### src/rtl/srx_pkg.sv
package srx_pkg;
  localparam int unsigned WORD_MAX = 8;
  localparam int unsigned IDX_W    = 4;

  typedef enum logic {RX_IDLE, RX_FRAME} rx_state_e;

  function automatic logic [IDX_W-1:0] word_len(input logic [2:0] code);
    case (code)
      3'b101:  return IDX_W'(5);
      3'b110:  return IDX_W'(6);
      3'b111:  return IDX_W'(7);
      default: return IDX_W'(WORD_MAX);
    endcase
  endfunction
endpackage

### src/rtl/srx_sync.sv
module srx_sync #(
  parameter int unsigned STAGES  = 2,
  parameter logic        RST_VAL = 1'b1
) (
  input  logic clk,
  input  logic rst,
  input  logic d,
  output logic q
);
  logic [STAGES-1:0] chain;

  always_ff @(posedge clk) begin
    if (rst) chain <= {STAGES{RST_VAL}};
    else     chain <= {chain[STAGES-2:0], d};
  end

  assign q = chain[STAGES-1];
endmodule

### src/rtl/srx_timing.sv
module srx_timing #(
  parameter int unsigned PERIOD_W = 16,
  parameter int unsigned PHASE_W  = 4,
  localparam int unsigned CNT_W   = PERIOD_W + 1
) (
  input  logic [PERIOD_W-1:0] period,
  input  logic [PHASE_W-1:0]  start_phase,
  input  logic [PHASE_W-1:0]  data_phase,
  input  logic [1:0]          stop_code,
  output logic [CNT_W-1:0]    start_at,
  output logic [CNT_W-1:0]    data_at,
  output logic [CNT_W-1:0]    bit_last,
  output logic [CNT_W-1:0]    stop_last
);
  logic [CNT_W-1:0] per_x, slice, stop_len;

  assign per_x    = CNT_W'(period);
  assign slice    = CNT_W'(period >> PHASE_W);
  assign start_at = CNT_W'(start_phase) * slice;
  assign data_at  = CNT_W'(data_phase) * slice;
  assign bit_last = per_x - CNT_W'(1);

  always_comb begin
    case (stop_code)
      2'b00:   stop_len = per_x;
      2'b01:   stop_len = per_x + (per_x >> 1);
      default: stop_len = per_x << 1;
    endcase
  end

  assign stop_last = stop_len - CNT_W'(1);
endmodule

### src/rtl/srx_frame.sv
module srx_frame import srx_pkg::*; #(
  parameter int unsigned CNT_W = 17
) (
  input  logic                clk,
  input  logic                rst,
  input  logic                enable,
  input  logic                bit_mark,
  input  logic [2:0]          width_code,
  input  logic                par_en,
  input  logic                par_odd,
  input  logic [CNT_W-1:0]    start_at,
  input  logic [CNT_W-1:0]    data_at,
  input  logic [CNT_W-1:0]    bit_last,
  input  logic [CNT_W-1:0]    stop_last,
  output logic                valid,
  output logic [WORD_MAX-1:0] data,
  output logic                par_err,
  output logic                frm_err
);
  rx_state_e           state;
  logic [CNT_W-1:0]    cnt;
  logic [IDX_W-1:0]    idx;
  logic [WORD_MAX-1:0] shreg;
  logic                pbit;
  logic [IDX_W-1:0]    nbits, stop_idx;
  logic                at_sample;

  assign nbits     = word_len(width_code);
  assign stop_idx  = IDX_W'(1) + nbits + IDX_W'(par_en);
  assign at_sample = (cnt == data_at);

  always_ff @(posedge clk) begin
    if (rst) begin
      state   <= RX_IDLE;
      cnt     <= '0;
      idx     <= '0;
      shreg   <= '0;
      pbit    <= 1'b0;
      valid   <= 1'b0;
      data    <= '0;
      par_err <= 1'b0;
      frm_err <= 1'b0;
    end else begin
      valid <= 1'b0;
      if (!enable) begin
        state <= RX_IDLE;
      end else if (state == RX_IDLE) begin
        if (!bit_mark) begin
          state <= RX_FRAME;
          cnt   <= '0;
          idx   <= '0;
          shreg <= '0;
          pbit  <= 1'b0;
        end
      end else if (idx == '0 && cnt == start_at && bit_mark) begin
        state <= RX_IDLE;
      end else if (idx == stop_idx) begin
        if (at_sample) begin
          valid   <= 1'b1;
          data    <= shreg;
          par_err <= par_en & (^shreg ^ pbit ^ par_odd);
          frm_err <= !bit_mark;
        end
        if (cnt == stop_last) state <= RX_IDLE;
        else                  cnt   <= cnt + CNT_W'(1);
      end else begin
        for (int b = 0; b < WORD_MAX; b++) begin
          if (at_sample && idx == IDX_W'(b + 1) && idx <= nbits) shreg[b] <= bit_mark;
        end
        if (at_sample && par_en && idx == nbits + IDX_W'(1)) pbit <= bit_mark;
        if (cnt == bit_last) begin
          cnt <= '0;
          idx <= idx + IDX_W'(1);
        end else begin
          cnt <= cnt + CNT_W'(1);
        end
      end
    end
  end

  AST_ONE_CYCLE_STROBE: assert property (@(posedge clk) disable iff (rst)
    valid |=> !valid) else $error("strobe longer than one cycle");
  AST_QUIET_WHEN_OFF: assert property (@(posedge clk) disable iff (rst)
    !enable |=> !valid) else $error("strobe while disabled");
  AST_ZERO_FILL: assert property (@(posedge clk) disable iff (rst)
    valid |-> ((data >> nbits) == '0)) else $error("bits above word length set");
  AST_BIT_WINDOW: assert property (@(posedge clk) disable iff (rst)
    (state == RX_FRAME && idx != stop_idx) |-> (cnt <= bit_last)) else $error("bit counter overran");
  AST_IDX_BOUND: assert property (@(posedge clk) disable iff (rst)
    (state == RX_FRAME) |-> (idx <= stop_idx)) else $error("bit index past stop");
endmodule

### src/rtl/serial_rx_core.sv
module serial_rx_core import srx_pkg::*; #(
  parameter int unsigned PERIOD_W    = 16,
  parameter int unsigned PHASE_W     = 4,
  parameter int unsigned SYNC_STAGES = 2
) (
  input  logic                clk,
  input  logic                rst,
  input  logic                rx_line,
  input  logic                rx_enable,
  input  logic                cfg_idle_high,
  input  logic                cfg_par_en,
  input  logic                cfg_par_odd,
  input  logic [1:0]          cfg_stop,
  input  logic [2:0]          cfg_width,
  input  logic [PHASE_W-1:0]  cfg_start_phase,
  input  logic [PHASE_W-1:0]  cfg_data_phase,
  input  logic [PERIOD_W-1:0] cfg_period,
  output logic                rx_valid,
  output logic [WORD_MAX-1:0] rx_data,
  output logic                rx_par_err,
  output logic                rx_frm_err
);
  localparam int unsigned CNT_W = PERIOD_W + 1;

  logic             line_s, mark;
  logic [CNT_W-1:0] start_at, data_at, bit_last, stop_last;

  srx_sync #(.STAGES(SYNC_STAGES), .RST_VAL(1'b1)) u_sync (
    .clk(clk), .rst(rst), .d(rx_line), .q(line_s)
  );

  assign mark = (line_s == cfg_idle_high);

  srx_timing #(.PERIOD_W(PERIOD_W), .PHASE_W(PHASE_W)) u_timing (
    .period(cfg_period), .start_phase(cfg_start_phase), .data_phase(cfg_data_phase),
    .stop_code(cfg_stop), .start_at(start_at), .data_at(data_at),
    .bit_last(bit_last), .stop_last(stop_last)
  );

  srx_frame #(.CNT_W(CNT_W)) u_frame (
    .clk(clk), .rst(rst), .enable(rx_enable), .bit_mark(mark),
    .width_code(cfg_width), .par_en(cfg_par_en), .par_odd(cfg_par_odd),
    .start_at(start_at), .data_at(data_at), .bit_last(bit_last), .stop_last(stop_last),
    .valid(rx_valid), .data(rx_data), .par_err(rx_par_err), .frm_err(rx_frm_err)
  );
endmodule

### config.mk
export PLATFORM = sky130hd
export DESIGN_NAME = serial_rx_core
export DESIGN_NICKNAME = d
export VERILOG_FILES = /design/src/rtl/srx_pkg.sv /design/src/rtl/srx_sync.sv /design/src/rtl/srx_timing.sv /design/src/rtl/srx_frame.sv /design/src/rtl/serial_rx_core.sv
export SDC_FILE = /design/constraint.sdc
export NUM_CORES = 1
export LEC_CHECK = 0
export BUFFER_PORTS_ARGS = -buffer_cell sky130_fd_sc_hd__buf_2
export CORE_MARGIN = 2
export CORE_UTILIZATION = 35
export CTS_BUF_LIST = sky130_fd_sc_hd__clkbuf_16
export CTS_CLUSTER_SIZE = 30
export DETAILED_ROUTE_END_ITERATION = 16
export GPL_TIMING_DRIVEN = 0
export PLACE_DENSITY = 0.51
export SYNTH_ARGS = -nofsm -noshare
export SYNTH_HDL_FRONTEND = slang
export SYNTH_SLANG_ARGS = --single-unit
### constraint.sdc
create_clock -name clk -period 6.5 [get_ports clk]
set_input_delay 1.3 -clock clk [delete_from_list [all_inputs] [get_ports clk]]
set_output_delay 1.3 -clock clk [all_outputs]
set_load 0.01 [all_outputs]
# After elaboration in Yosys (flattened, before gate mapping)
# Cells that the tools add are included.
word_totals:
  ramBits: 0
  register_bits: 44
  mem_count: 0
  input_bits: 36
  latchBits: 0
  wordCells: 141
  mem_bits_ro: 0
classes:
  n_mul: 2
  n_eq_ne: 33
  magnitude_cmp: 1
  div_mod_pow: 0
  n_bitwise: 7
  reduce_logical: 38
  addsub: 7
  n_shift: 0
  mux: 36
ops:
  columns: ["cell", "n"]
  rows:
  - ["two-way mux 17 bit", 6]
  - ["AND reduction 5 bit", 11]
  - ["equality test 17 x 16 -> 1 bit", 2]
  - ["equality test 17 bit", 2]
  - ["one-hot mux 17 bit (2 select lines)", 1]
  - ["multiplier 4 x 12 -> 16 bit", 2]
  - ["two-way mux 8 bit", 4]
  - ["!= test 2 bit (second input constant)", 13]
  - ["logical AND 1 bit", 20]
  - ["two-way mux 4 bit", 5]
  - ["two-way mux 1 bit", 19]
  - ["adder 16 x 15 -> 17 bit", 1]
  - ["adder 17 x 1 -> 17 bit (second input constant)", 1]
  - ["subtractor 16 x 1 -> 17 bit (second input constant)", 1]
  - ["subtractor 17 x 1 -> 17 bit (second input constant)", 1]
  - ["equality test 4 x 3 -> 1 bit (second input constant)", 4]
  - ["one-hot mux 4 bit (3 select lines)", 1]
  - ["equality test 3 bit (second input constant)", 3]
  - ["adder 4 x 1 -> 4 bit (second input constant)", 2]
  - ["equality test 4 x 2 -> 1 bit (second input constant)", 2]
  - ["equality test 4 bit", 2]
  - ["parity 8 bit", 1]
  - ["OR reduction 5 bit", 1]
  - ["adder 4 x 1 -> 4 bit", 1]
  - ["other kinds (14)", 18]

# Longest topological paths before layout
logic_depth:
  ltp_word: 9
  mapped_depth: 19
  mapped_depth_nobuf: 17

# By module
# Synthesis repeated with hierarchy kept, for this count alone.
unflattened:
  cells_unflattened: 1017
  area_unflattened_um2: 7990.2
modules_own_cells:
  columns: ["mod", "instances", "area_each_um2", "cells_per_inst", "seq_area_each_um2"]
  rows:
  - ["srx_timing", 1, 4655.7, 631, 0.0]
  - ["srx_frame", 1, 3273.1, 381, 840.8]
  - ["srx_sync", 1, 52.6, 4, 40.0]
  - ["serial_rx_core", 1, 8.8, 1, 0.0]

# Worst setup path before layout
# No wires, ideal clock.
synth_path:
  kind: "input to register"
  start: "in cfg_start_phase[3]"
  end: "reg u_frame.cnt[3]"
  t_arrival_ns: 5.979
  path_stages: 19
  setup_slack_ns: 0.403
  setup_time_ns: 0.117
  path_buffers: 2
  required_time_ns: 6.383
  cell_sequence: "clkbuf_1 > nand2_1 > fa_1 > inv_1 > fa_1 > fa_1 > a21o_1 > a211o_1 > a311o_1 > a31o_2 > a21oi_1 > xnor2_1 > nor4_2 > or2_2 > or4_1 > nand3_2 > buf_6 > nand2_1 > a32o_1"
synth_via:
  elab_chain_cells: 6
synth_rtl:
  columns: ["item", "line", "source"]
  rows:
  - ["start, declared", "serial_rx_core.sv:15", "input logic [PHASE_W-1:0] cfg_start_phase,"]
  - ["multiplier 4 x 12 -> 16 bit", "srx_timing.sv:19", "assign start_at = CNT_W'(start_phase) * slice;"]
  - ["equality test 17 x 16 -> 1 bit", "srx_frame.sv:55", "end else if (idx == '0 && cnt == start_at && bit_mark) begin"]
  - ["logical AND 1 bit (2 in a row)", "srx_frame.sv:55", null]
  - ["!= test 2 bit (no line)", null, null]
  - ["AND reduction 4 bit (no line)", null, null]
  - ["end signal, assigned", "srx_frame.sv:65", "else cnt <= cnt + CNT_W'(1);"]
  - ["end signal, assigned", "srx_frame.sv:75", "cnt <= cnt + CNT_W'(1);"]
  - ["end, declared", "srx_frame.sv:21", "logic [CNT_W-1:0] cnt;"]
# Every way passes these cells.
# A chain may end at the register's enable or synchronous reset.

# Worst setup path in the final report
layout_path:
  start: "in cfg_period[5]"
  end: "reg u_frame.cnt[3]"
layout_via:
  elab_chain_cells: 6
  word_cells_on_any_way: 17
layout_rtl:
  columns: ["item", "line", "source"]
  rows:
  - ["start, declared", "serial_rx_core.sv:17", "input logic [PERIOD_W-1:0] cfg_period,"]
  - ["adder 16 x 15 -> 17 bit, or another cell as far along", "srx_timing.sv:26", "2'b01: stop_len = per_x + (per_x >> 1);"]
  - ["one-hot mux 17 bit (2 select lines), or another cell as far along", "srx_timing.sv:24", "case (stop_code)"]
  - ["subtractor 17 x 1 -> 17 bit, or another cell as far along", "srx_timing.sv:31", "assign stop_last = stop_len - CNT_W'(1);"]
  - ["equality test 17 bit, or another cell as far along", "srx_frame.sv:64", "if (cnt == stop_last) state <= RX_IDLE;"]
  - ["!= test 3 bit (no line), or another cell as far along", null, null]
  - ["AND reduction 4 bit (no line) / two-way mux 17 bit (equally long branches)", null, null]
# Parallel ways exist; a longest one is shown, timed or not. The select of a mux whose other input is x is not followed.

==> flow_summary_export.csv <==
group,metric,value,unit
clocking,cts_setup_buffers,0,
drt,drtAntennaViolNets,0,
drt,vias_per_cell,5.333,
power_and_ir_drop,p_per_area,150.4,nW/um^2
drt,avgRoutedWirePerCell,16.93,um
timing,fin_crit,6.248,ns
critical_path,path_max_fanout,13,
critical_path,crit_start,"cfg_period[5]",
synthesis,syn_area,8021,um^2
drt,routed_wl,23.06,mm
synthesis,ys_seq_area_share,10.98,%
clocking,clock_sinks,44,
die,die_w,155.4,um
placed_design,placed_cell_area,8603,um^2
die,core,22570,um^2
min_path,hold_path.class,"reg2reg",
critical_path,cpMostUsedCell,"fa_1",
synthesis,synth-edff-count,0,
die,die_area,24150,um^2
cells_and_area,nets,1239,
power_and_ir_drop,power,1.319,mW
critical_path,arrival,6.42,ns
synthesis,ys.flop_type,"dfxtp_1",
synthesis,synth-seq-cells,44,
cells_and_area,final_area,8775,um^2
timing,max_slew.worst_pin.slew,0.9138,ns
critical_path,ff2ff_setup_slack,2.60,ns
flow_run,maxCapViolCount,0,
cells_and_area,layout-drive-gt1-share,8.736,%
cells_and_area,area_growth,9.390,%
power_and_ir_drop,ir_drop,98.97,uV
critical_path,worstRegToRegCells,14,
synthesis,async_flop_share,0,%
timing,max_freq,160.0,MHz
drt,drt_iter0_markers,390,
grt,grt_usage,19.50,%
timing,slew_headroom,38.52,%
synthesis,ys_warn_count,0,
timing,finalHoldViolCount,0,
synthesis,synth_cell_types,84,
clocking,cts_root_buf,"clkbuf_16",
drt,drc,0,
critical_path,required,6.68,ns
grt,grt_first_pass_wirelength,38.09,mm
die,num_rows,55,
clocking,cts_made_buffers,5,
clocking,cts_buffer_depth,2,
die,io_pins,47,
timing,setup_violations,0,
die,start_util,35.54,%
drt,vias,7264,
die,die_h,155.4,um
drt,dr.pass1.iters,5,
cells_and_area,instances_no_fill,1362,
clocking,cts_tree,"done",
critical_path,critical_path_class,"in2reg",
critical_path,crit_end,"u_frame.cnt[3]",
clocking,clk_pin_slew,0.06,ns
placed_design,placed_cells,1368,
placed_design,place.gp.congestion,0.8472,
grt,gr-total-overflow,0,
placed_design,dp_hpwl,18.60,mm
grt,grt_max_degree,16,
critical_path,cpPeakStageDelay,0.57,ns
critical_path,crit_path_top_delay_cell,"or4_1",
critical_path,cp_cell_sequence,"buf_2, nand2_1, fa_1, inv_1, fa_1, fa_1, a21o_1, a211o_1, a311o_1, a31o_2, a21oi_1, xnor2_1, nor4_4, or2_2, or4_1, nand3_2, buf_6, nand2_1, a32o_1",
power_and_ir_drop,p_leak,4.007,nW
critical_path,worstSetupEndpointType,"flop",
synthesis,synth_nets,1202,
min_path,hold_path_depth,1,
timing,fin_crit_sh,96.13,%
synthesis,avgSynthCellArea,7.728,um^2
clocking,cts_htree_levels,2,
clocking,clock_latency,0.29,ns
critical_path,critPathLaunchType,"primary input",
critical_path,r2r_end,"u_frame.cnt[11]",
grt,antenna_found_initial,1,
timing,finalMaxSlewViolations,0,
timing,skew,0.003303,ns
clocking,cts_hold_buf,0,
placed_design,portBuffers,45,
timing,rsz0062_at_grt,"false",
outcome,outcome,"finished clean",
synthesis,synthCells,1038,
critical_path,r2r-start,"u_frame.idx[1]",
grt,grt_pass1_vias,7220,
-- worst min-delay path by stage --
stage | startpoint | slack [ns] | end
finish | u_sync.chain[0] | 0.41 | u_sync.chain[1]
global route | u_sync.chain[0] | 0.44 | u_sync.chain[1]
CTS | u_sync.chain[0] | 0.41 | u_sync.chain[1]
detailed placement | u_sync.chain[0] | 0.40 | u_sync.chain[1]
global placement | u_sync.chain[0] | 0.39 | u_sync.chain[1]
floorplan | u_sync.chain[0] | 0.39 | u_sync.chain[1]
-- critical path: cells and delay by family --
kind	cells	cell delay, ns
compound gates	6	1.51
xor+xnor	1	0.19
fa+ha+maj	3	1.55
buf+inv	3	0.52
simple gates	6	1.35
-- area by class of cell --
class | instances | area, um^2
Inverter | 73 | 274.0
Timing Repair Buffer | 45 | 227.7
Clock inverter | 3 | 46.29
Multi-Input combinational cell | 860 | 6668
Sequential cell | 44 | 880.8
Fill cell | 2382 | 13800
Antenna cell | 1 | 2.502
Tap cell | 285 | 356.6
Buffer | 46 | 193.9
Clock buffer | 5 | 125.1
-- per-stage QoR --
step	setup WS [ns]	util, %	hold WS (ns)	TNS [ns]
after CTS	0.01650	38.91	0.4140	0
final	0.2516	38.87	0.4126	0
after global routing	0.05795	38.86	0.4408	0
after global placement	-1.179	38.12	0.3932	-30.41
after floorplan	0.4034	-	0.3895	0
after detailed placement	-1.168	38.12	0.3984	-29.77
-- routing by layer --
metal	GRT usage (%)	wire length, um	share of wire, %	vias to the layer above
met4	3.364	294	1.3	0
met2	32.30	10480	45	118
met1	28.15	11660	51	3455
met5	0	0	0	-
met3	1.393	633	2.7	19
li1	-	-	-	3672
-- placed cells by master, fill, tap and decap left out, types with 16 or more instances in the layout --
cell type	netlist	routed
nand2_1	141	141
ha_1	87	87
xnor2_1	86	86
inv_1	73	73
nor2_1	56	55
buf_2	8	52
and2_1	44	44
dfxtp_1	44	44
fa_1	41	41
a21oi_1	40	40
xor2_1	37	37
clkbuf_1	48	34
nand3_1	27	27
mux2i_1	27	27
nor3_1	25	25
o21ai_0	24	24
nand4_1	16	16
-- synthesized netlist by cell type (all sizes together) (29+ instances only) --
| cell type | number | area share (%) |
|---|---|---|
| inv | 73 | 3.4 |
| fa | 41 | 10 |
| a21oi | 41 | 2.6 |
| clkbuf | 48 | 2.2 |
| and2 | 44 | 3.4 |
| xnor2 | 86 | 9.4 |
| nand3 | 29 | 1.9 |
| xor2 | 37 | 4.0 |
| ha | 87 | 14 |
| dfxtp | 44 | 11 |
| nor2 | 56 | 2.6 |
| nand2 | 141 | 6.6 |
-- flip-flops by register name (all words and copies together) (netlist names), 2 cells and up --
register       cells
u_frame.cnt       17
u_frame.data       8
u_frame.idx        4
u_frame.shreg      8
u_sync.chain       2
-- power breakdown --
group / switching, mW / internal [mW] / leakage, nW
Combinational: 0.438 / 0.310 / 3.57
Sequential: 0.00337 / 0.274 / 0.356
Clock: 0.111 / 0.183 / 0.0804
-- cells by family after synthesis --
kind of cell / synth area share [%]
adders and majority gates: 23.80
AOI/OAI and AO/OA: 16.05
muxes: 3.650
and+or+nand+nor: 25.55
xor gates and xnor gates: 13.43
buffers and inverters: 6.536
DFF: 10.98
-- what timing repair did --
action                     in CTS  in global routing
pin swaps                       0                  1
gates resized for setup         8                  3
setup endpoints to repair      37                 35
Power figures use the tool's default switching activity.
